===== config.mk =====
export PLATFORM = sky130hd
export DESIGN_NAME = e1_sa_monitor
export DESIGN_NICKNAME = d
export VERILOG_FILES = /design/src/rtl/sa_mon_pkg.sv /design/src/rtl/sa_chg_detect.sv /design/src/rtl/sa6_collect.sv /design/src/rtl/sa6_filter.sv /design/src/rtl/sa_host_regs.sv /design/src/rtl/e1_sa_monitor.sv
export SDC_FILE = /design/constraint.sdc
export NUM_CORES = 1
export LEC_CHECK = 0
export ABC_AREA = 1
export BUFFER_PORTS_ARGS = -buffer_cell sky130_fd_sc_hd__buf_2
export CAP_MARGIN = 25
export CORE_UTILIZATION = 48
export DETAILED_ROUTE_END_ITERATION = 6
export PLACE_DENSITY = 0.75
export SYNTH_ARGS = -nofsm -noshare
export SYNTH_HDL_FRONTEND = slang
export SYNTH_SLANG_ARGS = --single-unit

===== constraint.sdc =====
create_clock -name clk -period 1.4 [get_ports clk]
set_clock_uncertainty 0.05 [all_clocks]
set_input_delay 0.28 -clock clk [delete_from_list [all_inputs] [get_ports clk]]
set_output_delay 0.28 -clock clk [all_outputs]
set_load 0.1 [all_outputs]

===== src/rtl/sa_mon_pkg.sv =====
package sa_mon_pkg;

    localparam int ADDR_W = 3;

    localparam logic [ADDR_W-1:0] A_ENABLE = 3'd0;
    localparam logic [ADDR_W-1:0] A_MASK   = 3'd1;
    localparam logic [ADDR_W-1:0] A_STATUS = 3'd2;
    localparam logic [ADDR_W-1:0] A_SANOW  = 3'd3;
    localparam logic [ADDR_W-1:0] A_CODE   = 3'd4;

    localparam int ST_CHG  = 0;
    localparam int ST_CODE = 1;
    localparam int ST_W    = 2;

    typedef enum logic {
        C_HUNT = 1'b0,
        C_FILL = 1'b1
    } coll_state_e;

    typedef enum logic [1:0] {
        F_EMPTY  = 2'd0,
        F_COUNT  = 2'd1,
        F_STABLE = 2'd2
    } filt_state_e;

endpackage


===== src/rtl/sa_chg_detect.sv =====
module sa_chg_detect #(
    parameter int SA_N = 5
) (
    input  logic            clk,
    input  logic            rst_n,
    input  logic            frm_vld,
    input  logic [SA_N-1:0] sa_in,
    input  logic [SA_N-1:0] watch_en,
    output logic [SA_N-1:0] sa_cur,
    output logic            chg
);

    logic [SA_N-1:0] diff;

    always_ff @(posedge clk) begin
        if (!rst_n) begin
            sa_cur <= '0;
        end else if (frm_vld) begin
            sa_cur <= sa_in;
        end
    end

    always_comb begin
        diff = (sa_in ^ sa_cur) & watch_en;
        chg  = frm_vld && (diff != '0);
    end

endmodule


===== src/rtl/sa6_collect.sv =====
module sa6_collect
    import sa_mon_pkg::*;
#(
    parameter int CW_W = 4
) (
    input  logic            clk,
    input  logic            rst_n,
    input  logic            frm_vld,
    input  logic            smf_sync,
    input  logic            sa6_bit,
    output logic            cw_done,
    output logic [CW_W-1:0] cw
);

    localparam int CNT_W = (CW_W > 2) ? $clog2(CW_W) : 1;
    localparam logic [CNT_W-1:0] LAST = CNT_W'(CW_W - 1);

    coll_state_e     st_q, st_d;
    logic [CNT_W-1:0] cnt_q, cnt_d;
    logic [CW_W-1:0] sh_q, sh_d;

    // state register
    always_ff @(posedge clk) begin
        if (!rst_n) begin
            st_q  <= C_HUNT;
            cnt_q <= '0;
            sh_q  <= '0;
        end else begin
            st_q  <= st_d;
            cnt_q <= cnt_d;
            sh_q  <= sh_d;
        end
    end

    // next state
    always_comb begin
        st_d  = st_q;
        cnt_d = cnt_q;
        sh_d  = sh_q;
        if (frm_vld) begin
            if (smf_sync) begin
                st_d  = C_FILL;
                cnt_d = CNT_W'(1);
                sh_d  = {{(CW_W-1){1'b0}}, sa6_bit};
            end else begin
                unique case (st_q)
                    C_HUNT: begin
                        st_d = C_HUNT;
                    end
                    C_FILL: begin
                        sh_d = {sh_q[CW_W-2:0], sa6_bit};
                        if (cnt_q == LAST) begin
                            st_d  = C_HUNT;
                            cnt_d = '0;
                        end else begin
                            cnt_d = cnt_q + CNT_W'(1);
                        end
                    end
                endcase
            end
        end
    end

    // outputs
    always_comb begin
        cw      = {sh_q[CW_W-2:0], sa6_bit};
        cw_done = frm_vld && !smf_sync && (st_q == C_FILL) && (cnt_q == LAST);
    end

endmodule


===== src/rtl/sa6_filter.sv =====
module sa6_filter
    import sa_mon_pkg::*;
#(
    parameter int CW_W     = 4,
    parameter int STABLE_N = 3
) (
    input  logic            clk,
    input  logic            rst_n,
    input  logic            cw_done,
    input  logic [CW_W-1:0] cw,
    output logic [CW_W-1:0] code,
    output logic            upd
);

    localparam int RUN_W = $clog2(STABLE_N + 1);
    localparam logic [RUN_W-1:0] RUN_MAX = RUN_W'(STABLE_N);

    filt_state_e     st_q, st_d;
    logic [RUN_W-1:0] run_q, run_nx;
    logic [CW_W-1:0] last_q;
    logic            same, stable_now;

    // state register
    always_ff @(posedge clk) begin
        if (!rst_n) begin
            st_q   <= F_EMPTY;
            run_q  <= '0;
            last_q <= '0;
            code   <= '0;
        end else begin
            st_q <= st_d;
            if (cw_done) begin
                run_q  <= run_nx;
                last_q <= cw;
                if (upd) begin
                    code <= cw;
                end
            end
        end
    end

    // next state
    always_comb begin
        same       = (st_q != F_EMPTY) && (cw == last_q);
        run_nx     = !same ? RUN_W'(1)
                   : ((run_q >= RUN_MAX) ? RUN_MAX : run_q + RUN_W'(1));
        stable_now = (run_nx >= RUN_MAX);
        st_d       = st_q;
        if (cw_done) begin
            unique case (st_q)
                F_EMPTY:  st_d = stable_now ? F_STABLE : F_COUNT;
                F_COUNT:  st_d = stable_now ? F_STABLE : F_COUNT;
                F_STABLE: st_d = same ? F_STABLE : (stable_now ? F_STABLE : F_COUNT);
                default:  st_d = F_EMPTY;
            endcase
        end
    end

    // outputs
    always_comb begin
        upd = cw_done && stable_now && (cw != code);
    end

endmodule


===== src/rtl/sa_host_regs.sv =====
module sa_host_regs
    import sa_mon_pkg::*;
#(
    parameter int SA_N   = 5,
    parameter int CW_W   = 4,
    parameter int DATA_W = 8
) (
    input  logic              clk,
    input  logic              rst_n,
    input  logic              host_wr,
    input  logic [ADDR_W-1:0] host_addr,
    input  logic [DATA_W-1:0] host_wdata,
    input  logic              ev_chg,
    input  logic              ev_code,
    input  logic [SA_N-1:0]   sa_cur,
    input  logic [CW_W-1:0]   code,
    output logic [SA_N-1:0]   en_q,
    output logic [ST_W-1:0]   mask_q,
    output logic [ST_W-1:0]   stat_q,
    output logic [DATA_W-1:0] rdata,
    output logic              irq
);

    logic [ST_W-1:0] clr, set;
    wire unused_wdata = ^host_wdata[DATA_W-1:SA_N];

    always_comb begin
        clr          = (host_wr && host_addr == A_STATUS) ? host_wdata[ST_W-1:0] : '0;
        set          = '0;
        set[ST_CHG]  = ev_chg;
        set[ST_CODE] = ev_code;
    end

    always_ff @(posedge clk) begin
        if (!rst_n) begin
            en_q   <= '0;
            mask_q <= '0;
            stat_q <= '0;
        end else begin
            if (host_wr && host_addr == A_ENABLE) en_q   <= host_wdata[SA_N-1:0];
            if (host_wr && host_addr == A_MASK)   mask_q <= host_wdata[ST_W-1:0];
            stat_q <= (stat_q & ~clr) | set;
        end
    end

    always_comb begin
        rdata = '0;
        case (host_addr)
            A_ENABLE: rdata[SA_N-1:0] = en_q;
            A_MASK:   rdata[ST_W-1:0] = mask_q;
            A_STATUS: rdata[ST_W-1:0] = stat_q;
            A_SANOW:  rdata[SA_N-1:0] = sa_cur;
            A_CODE:   rdata[CW_W-1:0] = code;
            default:  rdata = '0;
        endcase
        irq = |(stat_q & mask_q);
    end

endmodule


===== src/rtl/e1_sa_monitor.sv =====
module e1_sa_monitor
    import sa_mon_pkg::*;
#(
    parameter int SA_N     = 5,
    parameter int CW_W     = 4,
    parameter int STABLE_N = 3,
    parameter int DATA_W   = 8
) (
    input  logic              clk,
    input  logic              rst_n,
    input  logic              frame_vld,
    input  logic [SA_N-1:0]   frame_sa,
    input  logic              smf_sync,
    input  logic              host_wr,
    input  logic [ADDR_W-1:0] host_addr,
    input  logic [DATA_W-1:0] host_wdata,
    output logic [DATA_W-1:0] host_rdata,
    output logic [SA_N-1:0]   sa_now,
    output logic [CW_W-1:0]   sa6_code,
    output logic              irq
);

    localparam int SA6_IDX = 2;

    logic [SA_N-1:0] en_w;
    logic [ST_W-1:0] mask_w, stat_w;
    logic            chg_w, done_w, upd_w;
    logic [CW_W-1:0] cw_w;

    sa_chg_detect #(.SA_N(SA_N)) u_chg (
        .clk(clk), .rst_n(rst_n), .frm_vld(frame_vld), .sa_in(frame_sa),
        .watch_en(en_w), .sa_cur(sa_now), .chg(chg_w)
    );

    sa6_collect #(.CW_W(CW_W)) u_coll (
        .clk(clk), .rst_n(rst_n), .frm_vld(frame_vld), .smf_sync(smf_sync),
        .sa6_bit(frame_sa[SA6_IDX]), .cw_done(done_w), .cw(cw_w)
    );

    sa6_filter #(.CW_W(CW_W), .STABLE_N(STABLE_N)) u_filt (
        .clk(clk), .rst_n(rst_n), .cw_done(done_w), .cw(cw_w),
        .code(sa6_code), .upd(upd_w)
    );

    sa_host_regs #(.SA_N(SA_N), .CW_W(CW_W), .DATA_W(DATA_W)) u_regs (
        .clk(clk), .rst_n(rst_n), .host_wr(host_wr), .host_addr(host_addr),
        .host_wdata(host_wdata), .ev_chg(chg_w), .ev_code(upd_w),
        .sa_cur(sa_now), .code(sa6_code), .en_q(en_w), .mask_q(mask_w),
        .stat_q(stat_w), .rdata(host_rdata), .irq(irq)
    );

endmodule


After elaboration in Yosys (flattened, before gate mapping) --
Index checks and enable logic that the tools add are counted.
Cells by class: add/sub/neg operators 2, order comparisons 2, equality and inequality tests 9, muxes and demuxes 17, bitwise gates (word level) 7, reductions and logical operators 20
Operator list (count):
- $mux W2 | 8
- $logic_and A1 B1 Y1 | 10
- $pmux W2 S5 | 1
- $eq A3 B2 Y1 const B | 2
- $mux W3 | 2
- $pmux W2 S3 | 1
- $and A5 B5 Y5 | 1
- $reduce_bool A5 Y1 | 1
- $xor A5 B5 Y5 | 1
- $add A2 B1 Y2 const B | 2
- $and A2 B2 Y2 | 2
- $eq A2 B2 Y1 const B | 2
- $eq A4 B4 Y1 | 1
- $ge A2 B2 Y1 const B | 2
- $ne A4 B4 Y1 | 1
- $pmux W1 S2 | 2
- $pmux W2 S2 | 1
- $reduce_and A2 Y1 | 2
- $reduce_bool A2 Y1 | 2
- $reduce_or A2 Y1 | 2
- $eq A3 B1 Y1 const B | 1
- $eq A3 B3 Y1 const B | 1
- $logic_not A3 Y1 | 1
- $eq A2 B1 Y1 const B | 1
- other kinds (6) | 7
Word-level totals: flip-flop bits (word level) 32, bits of input ports 21, output and inout bits 18, logic and storage cells 68

Depth between registers and ports, before layout --
Gate-level depths: netlist of the first run.
depth after elaboration 7, mapped depth 9, gate-level depth less buffers 9

Hierarchy --
From an unflattened synthesis of the first run, not the netlist that was laid out.
Unflattened totals: cell total of the unflattened synthesis 273, area, all modules 1803.0 sq um
By module, submodules not included:
- sa_host_regs | times used 1, cells an instance 106, area an instance 649.4 sq um
- sa6_filter | times used 1, cells an instance 87, area an instance 603.1 sq um
- sa6_collect | times used 1, cells an instance 36, area an instance 275.3 sq um
- sa_chg_detect | times used 1, cells an instance 44, area an instance 275.3 sq um

Least setup slack after synthesis of the first run --
Ideal clock, no wire load.
kind register to output, from register u_filt.code[2], to output host_rdata[2], arrival 2728 ps, slack -1658 ps, cell stages (with the launch flop) 3, path buffers 0, path through dfxtp_1 -> inv_1 -> o221ai_1
Between the ends: cells in the longest elaborated chain, start to end 1
RTL lines:
- from (decl) | line sa6_filter.sv:11 | output logic [CW_W-1:0] code,
- from (signal assigned) | line sa6_filter.sv:36 | code <= cw;
- $pmux W2 S3 | line sa_host_regs.sv:48 | case (host_addr)
- to (decl) | line e1_sa_monitor.sv:17 | output logic [DATA_W-1:0] host_rdata,
No other way between the ends.

Final worst setup path of the first run --
from register u_chg.sa_cur[1], to output host_rdata[1]
Between the ends: cells in the longest elaborated chain, start to end 1
RTL lines:
- from (decl) | line sa_chg_detect.sv:9 | output logic [SA_N-1:0] sa_cur,
- from (signal assigned) | line sa_chg_detect.sv:19 | sa_cur <= sa_in;
- $pmux W2 S5 | line sa_host_regs.sv:48
No other way between the ends.

==> results.md, run 1 <==
* Run status: finished, violations left
* Failing checks: setup timing
* Worst hold start: host_wdata[0]
* Total area of sequential cells at a little under 700 um^2
* Fin crit period at 1.65 ns
* Nets@finish at between 300 and 400
* Core outline area at roughly 3300 um^2
* Critical register-to-register path startpoint: u_filt.code[1]
* Data arrival time of the critical path at ~1.3 ns
* Worst setup EP type: output pin
* Static Leak at 0.00116 uW
* Switching share of total power at 30.4%
* Post-layout total power at around 2100 uW
* Routed wire length at 5.06 mm
* Portion of synthesized cell area occupied by the leading cell type at a little under two fifths
* Number of core rows at 21
* Number of clock sinks at 32
* Hold/Removal Path Class: primary input to register
* Detail-routed via count per cell at 5.23
* GRT Overall Usage at 29.4%
* Max Fanout on Critical Path at 2
* Synth Warn # at 0
* Min Hold Slack at 0.152 ns
* Number of global-route vias before repair at around 1800
* Number of antenna violations at the first check in global routing at 0
* Gate count of the mapped netlist at between 200 and 250
* Count of nets left with antenna violations after detail routing at 0
* Portion of the post-synthesis area used by sequential elements at 38.0%
* CTS tree: yes
* WP data required at 1.07 ns
* Crit path launch type: register
* Number of primary I/O pins at 39
* Reg power frac at 45.1%
* Max-cap viol count at 0
* Average size of a mapped cell at just under 7 um^2
* Hold violation total from the final report at 0
* Area added between synthesis and finish at 55.2%
* Worst setup slack for register-to-register paths at roughly 0.020 ns
* Total CTS buffers at 5
* Relative contribution of combinational cells to total power at between 20 and 25%
* Worst r2r path cells at 9
* Die outline area at roughly 3800 um^2
* Overall via count from detail_route at approximately 1900
* Share of the clock period used by the worst path after layout at 118%
* Startpoint-to-endpoint class of the critical path: register to output pin
* Die span in x at around 61 um
* Count of pins over their slew limit at 0
* Worst Hold End: u_regs.mask_q[0]
* Library cell occupying the most area in the post-synthesis netlist: sky130_fd_sc_hd__dfxtp_1
* Portion of total power attributed to the clock network at between 30 and 40%
* Root cell of the clock tree: sky130_fd_sc_hd__clkbuf_4
* Pre-CTS setup slack at -0.241 ns
* Worst reg2reg path endpoint: u_filt.code[3]
* WL per Instance at ~14 um
* Mapped Area at between 1500 and 2000 um^2
* Cell internal pwr at 1470 uW
* Share of async-settable or async-resettable flops after synthesis at 0%
* Drt first-iter violations at 63
* Setup repair after global routing missed its margin: yes
* Sw Pwr at 642 uW
* Clk slew on worst S/H paths at around 0.10 ns
* Count of input and output buffers at 32
* Cell types with the largest area share after synthesis: sky130_fd_sc_hd__dfxtp_1 (38%), sky130_fd_sc_hd__nand2_1 (11%), sky130_fd_sc_hd__inv_1 (8.5%)
* Antenna cells at 0
* First-pass GRT wire length at 7.98 mm
* Share of cells above drive strength 1 at between 30% and 40%
* Largest net degree at the start of global routing at 19
* Effective utilization at floorplan at around half
* Synthesized flop and latch total at 32
* Pwr per Cell Area at about 810 nW/um^2
* HPWL after detailed placement at 3.28 mm
* Routability Congestion at 0.849
* Die Height at between 60 and 70 um
* H-tree depth at 2
* Most frequently used flop master after synthesis: sky130_fd_sc_hd__dfxtp_1
* Number of search-and-repair iterations in the first detailed-routing pass at 4
* Residual DRC at 0
* Filler Cells Inserted at around 240
* Highest Clock Rate at around 0.6 GHz
* Core Util, Final at between 70% and 80%
* Clk_lat worst skew at 0.33 ns
* Total gr overflow at 0
* EDFF count, synth at 0
* Fin worst setup slack at -0.249 ns
* Number of setup violations in the final report at 6
* Cell depth of the worst hold path at 3
* Number of distinct library cells after synthesis at 30
* Worst vdd ir at around 0.9 mV
* Area of the multi-input gates at approximately 990 um^2
* Max Root-Sink Buffers at 2
==> cells in the mapped netlist, drive strengths merged (3+ instances only) <==
cell type / number
nor2: 31
o22ai: 3
nand2: 50
o21ai: 27
a21oi: 24
a31oi: 3
buf: 4
nand4: 5
inv: 42
dfxtp: 32
nand3: 15
==> power by group through the flow <==
stage / Sequential, uW / Combinational, uW / Clock (uW)
3_3_place_gp: 976 / 411 / 0
2_1_floorplan: 1040 / 195 / 0
5_1_grt: 956 / 503 / 740
3_5_place_dp: 977 / 417 / 0
6_report: 952 / 473 / 686
4_1_cts: 951 / 458 / 693
==> registers in the layout, indices dropped and copies added, names as in the netlist <==
signal and flops:
u_filt.code 4, u_filt.run_q 2, u_regs.mask_q 2, u_filt.last_q 4, u_regs.en_q 5, u_regs.stat_q 2
u_chg.sa_cur 5, u_coll.sh_q 3, u_filt.st_q 2, u_coll.st_q 1, u_coll.cnt_q 2
==> area by class of cell <==
cell class | count | area share, %
timing repair buffer | 61 | 24.4
sequential | 32 | 26.2
clock buffer | 6 | 1.58
clock inverter | 2 | 1.34
multi-input combinational | 169 | 37.8
tap | 46 | 2.20
inverter | 44 | 6.56
==> layout by cell type, fill, tap and decap left out, types with 2 or more instances in the layout <==
cell type                  count
sky130_fd_sc_hd__nand2_1      45
sky130_fd_sc_hd__a31oi_1       3
sky130_fd_sc_hd__buf_12       15
sky130_fd_sc_hd__o221ai_4      2
sky130_fd_sc_hd__dfxtp_2       9
sky130_fd_sc_hd__buf_4        26
sky130_fd_sc_hd__nand3_4       2
sky130_fd_sc_hd__buf_6         5
sky130_fd_sc_hd__clkbuf_4      5
sky130_fd_sc_hd__dfxtp_1      14
sky130_fd_sc_hd__inv_1        28
sky130_fd_sc_hd__buf_2        14
sky130_fd_sc_hd__o22ai_1       2
sky130_fd_sc_hd__o21ai_1       3
sky130_fd_sc_hd__nor2_1       25
sky130_fd_sc_hd__dfxtp_4       9
sky130_fd_sc_hd__nand3_1      12
sky130_fd_sc_hd__nand2_2       4
sky130_fd_sc_hd__inv_2        13
sky130_fd_sc_hd__conb_1        3
sky130_fd_sc_hd__nand4_1       4
sky130_fd_sc_hd__a21oi_1      23
sky130_fd_sc_hd__nor2_4        4
sky130_fd_sc_hd__o21ai_0      23
==> metrics by stage <==
stage	cells	area [um^2]	TNS, ns
2_1_floorplan	251	1800	-1.59
3_3_place_gp	339	2330	-0.794
3_5_place_dp	339	2330	-0.948
4_1_cts	358	2570	-0.781
5_1_grt	360	2620	-1.14
6_report	360	2620	-0.752
==> critical path, stage by stage (launching register included) <==
cell,delay (ns)
sky130_fd_sc_hd__dfxtp_2,0.35
sky130_fd_sc_hd__inv_2,0.04
sky130_fd_sc_hd__o22ai_1,0.14
sky130_fd_sc_hd__a21oi_1,0.06
sky130_fd_sc_hd__o211ai_1,0.17
sky130_fd_sc_hd__buf_12,0.22
==> logic make-up (layout without fill, tap and decap cells) <==
family	count (synthesis)	count (layout)	synth area share, %
other	1	3	0.223
buffers and inverters	50	113	11.9
adders and majority gates	1	1	0.742
DFF	32	32	38.0
AOI/OAI and AO/OA	63	63	21.0
and+or+nand+nor	102	102	28.1
==> timing repair <==
| item | CTS | global route |
|---|---|---|
| pin swaps | 11 | 5 |
| hold buffers | 0 | 0 |
| endpoints found under the setup margin | 9 | 14 |
| gates resized for setup | 31 | 14 |
| buffers inserted | 11 | 2 |
| gates cloned | 0 | 0 |
==> routing by layer <==
metal	part of all wire (%)	wire length (um)	track usage (%)	up-vias
met5	0	0	0	-
met4	5.2	261	16.6	0
met3	4.4	221	6.51	25
met2	50	2530	50.6	75
met1	41	2050	33.6	842
li1	-	-	-	939
==> how the worst max path moves through the flow <==
stage	end	slack [ns]	start	cells after the start
6_report	host_rdata[1]	-0.25	u_chg.sa_cur[1]	5
3_3_place_gp	host_rdata[1]	-0.20	host_addr[2]	7
4_1_cts	host_rdata[1]	-0.26	u_chg.sa_cur[1]	5
3_5_place_dp	host_rdata[1]	-0.24	host_addr[1]	6
5_1_grt	host_rdata[1]	-0.33	u_chg.sa_cur[1]	5
2_1_floorplan	host_rdata[1]	-0.88	host_addr[0]	3
(Power assumes the default switching activity.)
==> run 2: changes to the inputs <==
--- a/config.mk
+++ b/config.mk
@@ -9,7 +9,9 @@
 export BUFFER_PORTS_ARGS = -buffer_cell sky130_fd_sc_hd__buf_2
 export CAP_MARGIN = 25
 export CORE_UTILIZATION = 48
+export CTS_BUF_LIST = sky130_fd_sc_hd__clkbuf_4 sky130_fd_sc_hd__clkbuf_8 sky130_fd_sc_hd__clkbuf_16
 export DETAILED_ROUTE_END_ITERATION = 6
+export MAX_ROUTING_LAYER = met4
 export PLACE_DENSITY = 0.75
 export SYNTH_ARGS = -nofsm -noshare
 export SYNTH_HDL_FRONTEND = slang
==> run 2 against run 1 <==
Clock power is 3.5% higher. Die area stayed put. First-iteration DRC count is 62% higher. Cell count is 0.56% higher. Combinational power is 1% higher. Global-route usage is 0.98 points higher. Routed wire length is 0.51% higher. Total power is 1.4% higher. The run still ends with setup timing left.
==> results.md, run 2 (same netlist as run 1, synthesis figures left out) <==
* First-pass GRT wire length at roughly 8.0 mm
* Top routing layer in use: met4
* Core outline area at between 3000 and 4000 um^2
* Hold violation total from the final report at 0
* Die span in x at between 60 and 70 um
* Number of clock sinks at 32
* Count of input and output buffers at 32
* WL per Instance at approximately 14 um
* Total cell area at the placement stage at approximately 2300 um^2
* Cell with the largest stage delay on the worst path: sky130_fd_sc_hd__dfxtp_2
* Met2 Wirelength at about 2.6 mm
* Max Fanout on Critical Path at 2
* Count of nets left with antenna violations after detail routing at 0
* Highest Clock Rate at 0.603 GHz
* Detail-routed via count per cell at 5.23
* Overall via count from detail_route at roughly 1900
* Failing checks: setup timing
* Total CTS buffers at 5
* Cell family contributing the most delay on the critical path: compound AO/OA/AOI/OAI gates
* H-tree depth at 2
* Detailed-routed wire length on met3 at roughly 190 um
* Root cell of the clock tree: sky130_fd_sc_hd__clkbuf_4
* Effective utilization at floorplan at about half
* Crit path launch type: register
* Pwr per Cell Area at slightly above 800 nW/um^2
* Routability Congestion at around 0.86
* Placed instance count at 339
* Residual DRC at 0
* Max Root-Sink Buffers at 2
* Number of search-and-repair iterations in the first detailed-routing pass at 4
* Worst vdd ir at approximately 0.91 mV
* Number of antenna violations at the first check in global routing at 0
* Data arrival time of the critical path at between 1 and 1.5 ns
* Run status: finished, violations left
* Setup Total Neg Slack at -0.794 ns
* Critical path buffers and inverters at 2
* Drt first-iter violations at 102
* Fin worst setup slack at -0.258 ns
* Number of setup violations in the final report at 6
* Share of cells above drive strength 1 at 40.2%
* CTS tree: yes
* Min Hold Slack at about 0.15 ns
* Most used cells in the layout excluding fill and tap cells: sky130_fd_sc_hd__nand2_1 (45), sky130_fd_sc_hd__inv_1 (28), sky130_fd_sc_hd__buf_4 (28)
* Routed wire length at slightly above 5 mm
* Number of primary I/O pins at 39
* Highest cell delay on the worst timing path at ~0.35 ns
* Clk slew on worst S/H paths at approximately 0.10 ns
* Area added between synthesis and finish at 56.4%
* Startpoint-to-endpoint class of the critical path: register to output pin
* Nets@finish at 337
* Final standard cell count with taps included and fillers excluded at between 300 and 400
* Die outline area at roughly 3800 um^2
* Static Leak at ~0.0012 uW
* Worst setup EP type: output pin
* Fin crit period at ~1.7 ns
* M1 WL at 2.07 mm
* Clk_lat worst skew at roughly 0.34 ns
* Count of pins over their slew limit at 0
* Commonest non-fill, non-tap cell in the layout: sky130_fd_sc_hd__nand2_1
* Die Height at roughly 60 um
* Antenna cells at 0
* WP data required at 1.07 ns
* Biggest regs: u_chg.sa_cur x5, u_regs.en_q x5
* Cells traversed along the worst timing path: inv_2 > o22ai_1 > a21oi_1 > o211ai_1 > buf_12
* Hold/Removal Path Class: primary input to register
* Final non-filler cell area at ~2600 um^2
* Number of core rows at 21
* HPWL after detailed placement at about 3.3 mm
* Max-cap viol count at 0
* Setup repair after global routing missed its margin: yes
* GRT Overall Usage at 30.4%
* Total gr overflow at 0
* Share of the clock period used by the worst path after layout at 118%
* Largest net degree at the start of global routing at 19
* Worst setup slack for register-to-register paths at 0.03 ns
* Number of global-route vias before repair at approximately 1800
* Count of hold-fix buffers inserted at cts at 0
## run 2: cell types whose count changed in the layout (fill, tap and decap cells not counted), sizes merged
cell  before  now
buf       61   63
## run 2: metal layers
metal  global-route usage, %  up-vias
li1                        -      943
met1                    33.9      862
met2                    50.5       61
met3                    6.51       27
met4                    16.6        0
met5                       -        -
## run 2: worst paths after layout
check | endpoint | from | cells past startpoint
worst max-delay path | host_rdata[1] | u_chg.sa_cur[1] | 5
worst max register to register | u_filt.code[3] | u_coll.sh_q[0] | 9
worst min register to register | u_chg.sa_cur[1] | u_chg.sa_cur[1] | 2
worst min-delay path | u_regs.mask_q[0] | host_wdata[0] | 3
## run 2: layout make-up
cell class | instances | area [um^2]
Tap cell | 46 | 57.6
Inverter | 44 | 174
Timing Repair Buffer | 63 | 652
Fill cell | 235 | 701
Clock inverter | 2 | 35.0
Clock buffer | 6 | 45.0
Multi-Input combinational cell | 169 | 987
Sequential cell | 32 | 686
## run 2: stage by stage
| stage | util (%) | total power, uW | worst slack (ns) |
|---|---|---|---|
| 2_1_floorplan | - | 1240 | -0.884 |
| 3_3_place_gp | 69.7 | 1390 | -0.197 |
| 3_5_place_dp | 69.7 | 1390 | -0.241 |
| 4_1_cts | 77.1 | 2120 | -0.264 |
| 5_1_grt | 79.0 | 2220 | -0.332 |
| 6_report | 79.0 | 2140 | -0.258 |
## run 2: worst min-delay path, stage by stage
cell and delay (ns):
sky130_fd_sc_hd__buf_2 0.10, sky130_fd_sc_hd__nor2_1 0.05, sky130_fd_sc_hd__nor2_1 0.08
## run 2: power by group
group	switching [uW]	internal [uW]
logic	309	169
clock network	316	393
registers	23.4	929
## run 2: timing repair
action                                  in CTS  in global routing
buffers inserted                            11                  4
pin swaps                                   11                  6
gates resized for setup                     31                 15
endpoints found under the setup margin       9                 15
==> run 3: changes to the inputs <==
--- a/config.mk
+++ b/config.mk
@@ -13,6 +13,7 @@
 export DETAILED_ROUTE_END_ITERATION = 6
 export MAX_ROUTING_LAYER = met4
 export PLACE_DENSITY = 0.75
+export SETUP_SLACK_MARGIN = 0.15
 export SYNTH_ARGS = -nofsm -noshare
 export SYNTH_HDL_FRONTEND = slang
 export SYNTH_SLANG_ARGS = --single-unit
==> run 3 against run 2 <==
Total power is 6.9% lower. Sequential share of layout area fell by 1.3 points. Cell count increased by 1.1%. First-iteration DRC count increased by 100%. Routed wire length up 16%. Largest cell class unchanged. Critical path type unchanged. The flow still finishes with violations (setup timing).
==> results.md, run 3 (same netlist as run 1, synthesis figures left out) <==
* Clk slew on worst S/H paths at around 0.1 ns
* Worst vdd ir at 0.544 mV
* Number of antenna violations at the first check in global routing at 0
* Clk_lat worst skew at approximately 0.35 ns
* Number of core rows at 21
* Worst setup slack for register-to-register paths at -0.03 ns
* Routability Congestion at approximately 0.87
* Pwr per Cell Area at between 700 and 800 nW/um^2
* Core Util, Final at 83.6%
* Residual DRC at 0
* Setup Total Neg Slack at -1.21 ns
* Number of setup violations in the final report at 9
* Hold violation total from the final report at 0
* Number of clock sinks at 32
* Overall via count from detail_route at about 2000
* Critical register-to-register path startpoint: u_chg.sa_cur[1]
* Area added between synthesis and finish at 65.5%
* Number of global-route vias before repair at between 1500 and 2000
* Cell depth of the worst hold path at 3
* GRT Overall Usage at a little under 30%
* Share of cells above drive strength 1 at a little under half
* Die span in x at between 60 and 70 um
* Worst setup EP type: output pin
* Worst hold start: frame_sa[4]
* Highest Clock Rate at approximately 0.6 GHz
* Fin worst setup slack at -0.284 ns
* Total CTS buffers at 5
* WP data required at about 1.1 ns
* Antenna cells at 0
* Number of search-and-repair iterations in the first detailed-routing pass at 5
* Commonest non-fill, non-tap cell in the layout: sky130_fd_sc_hd__nand2_1
* Crit path launch type: register
* Fin crit period at between 1.5 and 2 ns
* Count of hold-fix buffers inserted at cts at 0
* Nets@finish at roughly 340
* Run status: finished, violations left
* Pre-CTS setup slack at -0.209 ns
* Effective utilization at floorplan at about half
* Number of primary I/O pins at 39
* Die Height at between 60 and 70 um
* Root cell of the clock tree: sky130_fd_sc_hd__clkbuf_4
* Largest net degree at the start of global routing at 19
* Count of pins over their slew limit at 0
* Detail-routed via count per cell at ~5.5
* Setup repair after global routing missed its margin: yes
* Failing checks: setup timing
* Count of nets left with antenna violations after detail routing at 0
* Core outline area at roughly 3300 um^2
* H-tree depth at 2
* Min Hold Slack at 0.140 ns
* Total gr overflow at 0
* Drt first-iter violations at about 210
* WL per Instance at about 16 um
* Max-cap viol count at 0
* Static Leak at about 0.0012 uW
* Die outline area at around 3800 um^2
* Most used cells in the layout excluding fill and tap cells: sky130_fd_sc_hd__nand2_1 (43), sky130_fd_sc_hd__inv_1 (24), sky130_fd_sc_hd__nor2_1 (24)
* Routed wire length at between 5 and 6 mm
* Biggest regs: u_chg.sa_cur x5, u_regs.en_q x5
* Worst Hold End: u_chg.sa_cur[4]
* CTS tree: yes
* HPWL after detailed placement at just over 3 mm
* Max Fanout on Critical Path at 2
* First-pass GRT wire length at around 7.6 mm
* Startpoint-to-endpoint class of the critical path: register to output pin
* Hold/Removal Path Class: primary input to register
* Critical path startpoint: u_chg.sa_cur[1]
* Max Root-Sink Buffers at 2
* Share of the clock period used by the worst path after layout at 120%
* Count of input and output buffers at 32
* Worst reg2reg path endpoint: u_regs.stat_q[0]
* Data arrival time of the critical path at 1.35 ns
* Worst r2r path cells at 8
run 3: changes by cell type in the layout (fill, tap and decap cells not counted), sizes merged:
cell,previous run,this run
bufinv,1,0
inv,42,41
clkinv,2,5
clkbuf,6,5
buf,63,67
run 3: worst max path at each step:
stage | slack (ns) | cells past startpoint | endpoint
2_1_floorplan | -0.88 | 3 | host_rdata[1]
3_3_place_gp | -0.18 | 7 | host_rdata[1]
3_5_place_dp | -0.21 | 7 | host_rdata[1]
4_1_cts | -0.23 | 5 | host_rdata[1]
5_1_grt | -0.33 | 5 | host_rdata[1]
6_report | -0.28 | 5 | host_rdata[1]
run 3: stage by stage:
step	instance area [um^2]	cells	total power [uW]
floorplan	1820	251	1240
global placement	2340	338	1380
detailed placement	2340	338	1390
CTS	2640	361	1930
global route	2790	366	2060
finish	2790	366	1990
run 3: worst max-delay path: stages (launching register included):
cell and delay (ns):
sky130_fd_sc_hd__dfxtp_4 0.37, sky130_fd_sc_hd__inv_2 0.04, sky130_fd_sc_hd__o22ai_2 0.16, sky130_fd_sc_hd__a21oi_1 0.06
sky130_fd_sc_hd__o211ai_1 0.15, sky130_fd_sc_hd__buf_12 0.22
run 3: what timing repair did:
item / 4_1_cts / 5_1_grt
cloned: 0 / 0
resized for setup: 46 / 35
pin swaps: 15 / 17
buffers inserted: 15 / 5
endpoints found under the hold margin: 0 / 0
endpoints found under the setup margin: 16 / 35
run 3: layout make-up:
cell class	count	area [um^2]
multi-input combinational	169	1070
timing repair buffer	67	747
sequential	32	688
fill	170	548
inverter	44	178
tap	46	57.6
clock buffer	5	37.5
clock inverter	3	13.8
run 3: power by group:
| part | internal [uW] | leakage, uW | switching (uW) | total, uW |
|---|---|---|---|---|
| registers | 927 | 0.000270 | 28.7 | 956 |
| clock network | 184 | 0.0000324 | 327 | 511 |
| logic | 191 | 0.000905 | 333 | 525 |
run 3: per-layer routing:
metal / GRT usage, % / routed length (um) / up-vias
li1: - / - / 946
met1: 30.7 / 2240 / 918
met2: 49.8 / 2920 / 132
met3: 7.56 / 435 / 32
met4: 17.2 / 277 / 0
met5: - / 0 / -
